`config.mk`:
```
export PLATFORM = sky130hd
export DESIGN_NAME = xlt_tag_cam
export DESIGN_NICKNAME = d
export VERILOG_FILES = /design/src/rtl/xlt_cam_pkg.sv /design/src/rtl/xlt_victim_ptr.sv /design/src/rtl/xlt_cam_line.sv /design/src/rtl/xlt_hit_merge.sv /design/src/rtl/xlt_tag_cam.sv
export SDC_FILE = /design/constraint.sdc
export NUM_CORES = 1
export LEC_CHECK = 0
export ABC_AREA = 1
export BUFFER_PORTS_ARGS = -buffer_cell sky130_fd_sc_hd__buf_2
export CORE_ASPECT_RATIO = 1.2
export CORE_MARGIN = 2
export CORE_UTILIZATION = 45
export CTS_CLUSTER_DIAMETER = 120
export DETAILED_ROUTE_END_ITERATION = 8
export PLACE_DENSITY = 0.68
export SLEW_MARGIN = 20
export SYNTH_ARGS = -nofsm -noshare
export SYNTH_HDL_FRONTEND = slang
export SYNTH_HIERARCHICAL = 1
export SYNTH_SLANG_ARGS = --single-unit
export TNS_END_PERCENT = 100
```
`constraint.sdc`:
```
create_clock -name clk -period 2 [get_ports clk]
set_input_delay 0.3 -clock clk [delete_from_list [all_inputs] [get_ports clk]]
set_output_delay 0.3 -clock clk [all_outputs]
set_load 0.03 [all_outputs]
```
`src/rtl/xlt_cam_pkg.sv`:
```
// Package xlt_cam_pkg
// Holds the types shared by the tag array modules.
// Assumes nothing beyond IEEE 1800-2017 enums.
package xlt_cam_pkg;

    // Next-state action chosen for one tag line in a cycle
    typedef enum logic [1:0] {
        LN_HOLD = 2'd0,
        LN_LOAD = 2'd1,
        LN_DROP = 2'd2
    } ln_act_e;

endpackage

```
`src/rtl/xlt_victim_ptr.sv`:
```
// Module xlt_victim_ptr
// Round-robin replacement pointer. It names the slot for the next write,
// decodes that slot to a one-hot select, and steps when a write is accepted.
// Assumes ENTRIES >= 2. Reset is synchronous, active low.
module xlt_victim_ptr #(
    parameter int ENTRIES = 8,
    localparam int IDX_W  = $clog2(ENTRIES)
) (
    input  logic               clk,
    input  logic               rst_n,
    input  logic               adv,
    output logic [ENTRIES-1:0] sel_vec
);
    localparam logic [IDX_W-1:0] LAST = IDX_W'(ENTRIES - 1);

    logic [IDX_W-1:0] ptr_q;

    // Step the pointer on every accepted write, wrapping after the last slot
    always_ff @(posedge clk) begin
        if (!rst_n)           ptr_q <= '0;
        else if (adv) begin
            if (ptr_q == LAST) ptr_q <= '0;
            else               ptr_q <= ptr_q + 1'b1;
        end
    end

    // Decode the pointer into a per-slot select
    for (genvar g = 0; g < ENTRIES; g++) begin : g_dec
        assign sel_vec[g] = (ptr_q == IDX_W'(g));
    end


    ptr_wrap_chk: assert property (@(posedge clk) disable iff (!rst_n)
        adv && ptr_q == LAST |=> ptr_q == '0);


    ptr_hold_chk: assert property (@(posedge clk) disable iff (!rst_n)
        !adv |=> $stable(ptr_q));

endmodule

```
`src/rtl/xlt_cam_line.sv`:
```
// Module xlt_cam_line
// One tag entry: the stored page number, identifier, level, valid and
// global flags, its update rule and its lookup comparator.
// Assumes the level field stays below the number of levels the parent
// configured. A fence outranks a write to this line.
module xlt_cam_line
    import xlt_cam_pkg::*;
#(
    parameter int VPN_W  = 27,
    parameter int ASID_W = 16,
    parameter int LVL_W  = 2,
    parameter int SEG_W  = 9
) (
    input  logic              clk,
    input  logic              rst_n,
    input  logic              sel,
    input  logic              fence_en,
    input  logic              fence_all,
    input  logic [VPN_W-1:0]  wr_vpn,
    input  logic [ASID_W-1:0] wr_asid,
    input  logic              wr_glb,
    input  logic [LVL_W-1:0]  wr_lvl,
    input  logic [VPN_W-1:0]  lk_vpn,
    input  logic [ASID_W-1:0] lk_asid,
    output logic              match
);
    logic              vld_q;
    logic              glb_q;
    logic [VPN_W-1:0]  vpn_q;
    logic [ASID_W-1:0] asid_q;
    logic [LVL_W-1:0]  lvl_q;
    ln_act_e           act;
    logic [VPN_W-1:0]  cmp_mask;

    // Choose the action: a fence drops non-global lines (or all on flush-all),
    // and a write loads only when no fence is active
    always_comb begin
        if (fence_en)
            act = (!glb_q || fence_all) ? LN_DROP : LN_HOLD;
        else if (sel)
            act = LN_LOAD;
        else
            act = LN_HOLD;
    end

    // Apply the chosen action to the valid flag
    always_ff @(posedge clk) begin
        if (!rst_n) vld_q <= 1'b0;
        else begin
            unique case (act)
                LN_LOAD: vld_q <= 1'b1;
                LN_DROP: vld_q <= 1'b0;
                default: vld_q <= vld_q;
            endcase
        end
    end

    // Capture the tag fields when the line is loaded
    always_ff @(posedge clk) begin
        if (!rst_n) begin
            glb_q  <= 1'b0;
            vpn_q  <= '0;
            asid_q <= '0;
            lvl_q  <= '0;
        end else if (act == LN_LOAD) begin
            glb_q  <= wr_glb;
            vpn_q  <= wr_vpn;
            asid_q <= wr_asid;
            lvl_q  <= wr_lvl;
        end
    end

    // Build the compare mask: higher levels ignore more low page bits
    always_comb cmp_mask = {VPN_W{1'b1}} << (SEG_W * int'(lvl_q));

    // Compare the lookup against the stored tag
    always_comb match = vld_q
                     && (((lk_vpn ^ vpn_q) & cmp_mask) == '0)
                     && (glb_q || (asid_q == lk_asid));


    all_clear_chk: assert property (@(posedge clk) disable iff (!rst_n)
        fence_en && fence_all |=> !vld_q);


    local_clear_chk: assert property (@(posedge clk) disable iff (!rst_n)
        fence_en && !glb_q |=> !vld_q);


    global_keep_chk: assert property (@(posedge clk) disable iff (!rst_n)
        fence_en && !fence_all && glb_q && vld_q |=> vld_q && $stable(vpn_q) && $stable(asid_q));


    load_tag_chk: assert property (@(posedge clk) disable iff (!rst_n)
        sel && !fence_en |=> vld_q && vpn_q == $past(wr_vpn) && asid_q == $past(wr_asid));

endmodule

```
`src/rtl/xlt_hit_merge.sv`:
```
// Module xlt_hit_merge
// Folds the per-line match bits into the summary hit flag.
// Assumes at most one line matches when software keeps tags unique.
module xlt_hit_merge #(
    parameter int ENTRIES = 8
) (
    input  logic [ENTRIES-1:0] match_vec,
    output logic               hit
);
    // Reduce the match vector
    always_comb hit = |match_vec;


    always_comb hit_vec_chk: assert (hit == (match_vec != '0));

endmodule

```
`src/rtl/xlt_tag_cam.sv`:
```
// Module xlt_tag_cam
// Fully associative translation tag array with scoped invalidation.
// Lookups are combinational. Writes and fences act at the next rising edge.
// Assumes the caller avoids installing duplicate tags, so hit_vec stays
// one-hot. Reset is synchronous, active low.
module xlt_tag_cam #(
    parameter int ENTRIES = 8,
    parameter int VPN_W   = 27,
    parameter int ASID_W  = 16,
    parameter int LEVELS  = 3,
    parameter int SEG_W   = 9,
    localparam int LVL_W  = $clog2(LEVELS)
) (
    input  logic               clk,
    input  logic               rst_n,
    input  logic [VPN_W-1:0]   lk_vpn,
    input  logic [ASID_W-1:0]  lk_asid,
    input  logic               wr_en,
    input  logic [VPN_W-1:0]   wr_vpn,
    input  logic [ASID_W-1:0]  wr_asid,
    input  logic               wr_global,
    input  logic [LVL_W-1:0]   wr_level,
    input  logic               fence_en,
    input  logic               fence_all,
    output logic [ENTRIES-1:0] hit_vec,
    output logic               hit
);
    logic [ENTRIES-1:0] slot_sel;
    logic               wr_take;

    // A write is accepted only when no fence claims the cycle
    always_comb wr_take = wr_en && !fence_en;

    xlt_victim_ptr #(.ENTRIES(ENTRIES)) u_ptr (
        .clk     (clk),
        .rst_n   (rst_n),
        .adv     (wr_take),
        .sel_vec (slot_sel)
    );

    for (genvar i = 0; i < ENTRIES; i++) begin : g_line
        xlt_cam_line #(
            .VPN_W  (VPN_W),
            .ASID_W (ASID_W),
            .LVL_W  (LVL_W),
            .SEG_W  (SEG_W)
        ) u_line (
            .clk       (clk),
            .rst_n     (rst_n),
            .sel       (slot_sel[i] && wr_en),
            .fence_en  (fence_en),
            .fence_all (fence_all),
            .wr_vpn    (wr_vpn),
            .wr_asid   (wr_asid),
            .wr_glb    (wr_global),
            .wr_lvl    (wr_level),
            .lk_vpn    (lk_vpn),
            .lk_asid   (lk_asid),
            .match     (hit_vec[i])
        );
    end

    xlt_hit_merge #(.ENTRIES(ENTRIES)) u_merge (
        .match_vec (hit_vec),
        .hit       (hit)
    );


    post_flush_chk: assert property (@(posedge clk) disable iff (!rst_n)
        fence_en && fence_all |=> !hit);

endmodule

```
==> flow_summary.ini <==
[yosys]
synth_seq_area_share_pct = 39.5
syn-num-nets = 3099
async_flop_share_pct = 0
synth_common_cells = nand2_1 (654), nor2_1 (549), inv_1 (419), o21ai_0 (384), dfxtp_1 (379)
synth_flop_cell = dfxtp_1
synth_area_leaders = dfxtp_1 (39%), nand2_1 (13%), nor2_1 (11%), o21ai_0 (10%), inv_1 (8.2%)
ys_ff_latch = 379
synth_edf_count = 0
synth-xor-area-share_pct = 6.56
ys_types = 19
synthMuxAreaShare_pct = 0
synth_most_common_cell = nand2_1
synth_top_area_share_pct = 39.5
avgSynthCellArea_sq_um = 6.41
synth_cells = 2999
synth_top_family_by_area = simple AND/OR/NAND/NOR gates
synth_compound_area_share_pct = 15.1
synth_top_area_cell = dfxtp_1
synth_fa_ha_area_share_pct = 0.390
yosys.area_share.simple_pct = 27.6
netlist_area_sq_mm = 0.0192
yosys_warnings = 6

[global_route]
grt_pass1_vias = 18100
gr-total-overflow = 0
grt_max_degree = 87
antenna_found_initial = 9
grtUsageTotal_pct = 28.3
grt_pass1_wl_microns = 98200

[clock_tree]
worstSkewPairLatency_ns = 0.56
cts.sinks = 379
cts_tree = yes
holdBufCountCts = 0
h-tree-depth = 2
cts.path.max_buffers = 3
cts_root_buf = clkbuf_16
clk_pin_slew_ns = 0.06
cts_buffers = 42

[finish]
fin_nets = 3370
area_growth_pct = 27.7
fillCellCount = 3935
layout-drive-gt1-share_pct = 20.4
final-seq-area_sq_mm = 0.00765
multi_input_area_sq_mm = 0.0104
fin_area_sq_mm = 0.0246

[setup_path]
end_kind = output pin
worstPathRequired_ns = 1.70
worst_ep_arrival_time_ns = 2.25
startpoint_type = register
worstPathMaxFanout = 8
critPathKind = reg2out

[timing]
finalHoldViolCount = 0
rsz0062_at_grt = yes
fin_setup_tns_ns = -3.59
setup_violations = 9
worst_pin_slew_ns = 0.494
postLayoutSetupSlackWorst_ns = -0.554
period_share_pct = 128
clock.fmax_mhz = 392
finalCriticalPeriod_ns = 2.55
maxSlewViolCount = 0
fin_skew_ns = 0.0145
relSlewSlack_pct = 67.0

[floorplan]
row_count = 82
initial_core_util_pct = 45.8
ios = 103
dieHeight_microns = 230
core-area_sq_mm = 0.0420
dieArea_sq_mm = 0.0444
die_w_microns = 193

[drt]
drt_wl_total_microns = 63900
wire_per_inst_microns = 16.6
via_count = 19600
drtIter0Drc = 1420
antenna_left = 0
drcViolationCount = 0
dr.pass1.iters = 6
avgViaCountPerCell = 5.07

[status]
violations = negative setup slack
status = complete, but fails checks

[run]
max-cap-violations = 0

[power_and_ir_drop]
power_mw = 18.1
irDropWorstVdd_v = 0.000594
power_density_mw_per_mm2 = 737
p_leak_nw = 10.8

[place]
post-place-ws_ns = -0.492
gp_congestion = 0.966
port_buffers = 102
dp_hpwl_microns = 42900
placed_cell_area_sq_mm = 0.0219

[worst_hold_path]
min_path_type = in2reg
[worst max-delay path: stages (launching register included)]
cell and delay [ns]:
dfxtp_4 0.35, nor2_4 0.26, buf_6 0.16, nand3_2 0.07
nand2_2 0.08, nor2_4 0.04, nand2_2 0.09, nor2_4 0.05
nand3_2 0.08, nor2_2 0.05, inv_1 0.06, nand2_1 0.06
nor2_1 0.08, nand2_1 0.10, buf_6 0.15
[final timing paths]
check / cells after the start / endpoint / slack, ns / from
max reg2reg: 9 / g_line[7].u_line/asid_q[8] / 0.13 / u_ptr/ptr_q[0]
max: 14 / hit / -0.55 / g_line[4].u_line/lvl_q[1]
min reg2reg: 2 / g_line[5].u_line/asid_q[11] / 0.45 / g_line[5].u_line/asid_q[11]
min: 3 / g_line[4].u_line/vpn_q[16] / 0.12 / wr_vpn[16]
[metal layers]
layer  vias up  track usage (%)  wire (microns)
met5         -                0              28
met4         4             13.3            3130
met3       177             3.71            3370
met2       586             48.8           30900
met1      8959             34.6           26500
li1       9824                -               -
[cell families (layout without fill, tap and decap cells)]
| logic type | count (synthesis) | in the layout |
|---|---|---|
| AO/OA/AOI/OAI | 579 | 579 |
| XOR/XNOR | 144 | 144 |
| adder cells (fa/ha/maj) | 6 | 6 |
| buffers and inverters | 542 | 839 |
| flip-flops | 379 | 379 |
| other | 0 | 9 |
| AND/OR/NAND/NOR | 1349 | 1351 |
[report_power, final]
part / internal (mW) / switching, mW / leakage [nW]
registers: 7.70 / 0.102 / 3.09
logic: 0.816 / 1.33 / 6.97
clock network: 4.96 / 3.18 / 0.715
[through the flow]
step,hold WS (ns),instances,util (%)
final,0.117,3853,58.5
after global routing,0.125,3851,58.5
after CTS,0.0968,3834,57.0
after detailed placement,0.457,3754,52.2
after global placement,0.451,3754,52.2
after floorplan,0.409,2999,-
[registers in the layout, indices dropped and copies added, names as in the netlist]
name                  count
g_line.u_line/vpn_q     216
g_line.u_line/asid_q    128
g_line.u_line/lvl_q      16
u_ptr/ptr_q               3
g_line.u_line/vld_q       8
g_line.u_line/glb_q       8
[repair_timing]
item | CTS | global route
pin swaps | 55 | 108
gates resized for setup | 162 | 166
gates cloned | 1 | 1
buffers inserted | 8 | 13
hold endpoints to repair | 0 | 0
setup endpoints to repair | 9 | 25
[area by class of cell]
| cell class | instances | area share (%) |
|---|---|---|
| multi-input cells | 2080 | 42.4 |
| flip-flops and latches | 379 | 31.2 |
| repair buffers | 338 | 11.0 |
| inverters | 429 | 6.68 |
| clock buffers | 62 | 5.25 |
| well taps | 546 | 2.78 |
| clock inverters | 10 | 0.627 |
| diodes | 9 | 0.0917 |
[cells in the final DEF (no fill, tap or decap), types with 24 or more instances in the layout]
| cell type | instances |
|---|---|
| nor2_1 | 484 |
| nor2_2 | 33 |
| nand3_2 | 30 |
| nand2_2 | 69 |
| dfxtp_1 | 338 |
| inv_1 | 406 |
| buf_2 | 92 |
| dfxtp_2 | 35 |
| nand3_1 | 71 |
| nand4_1 | 24 |
| a21oi_1 | 187 |
| clkbuf_16 | 45 |
| o21ai_0 | 380 |
| nor2_4 | 43 |
| nand2_1 | 581 |
| buf_4 | 199 |
| xnor2_1 | 121 |
Power figures use the tool's default switching activity.
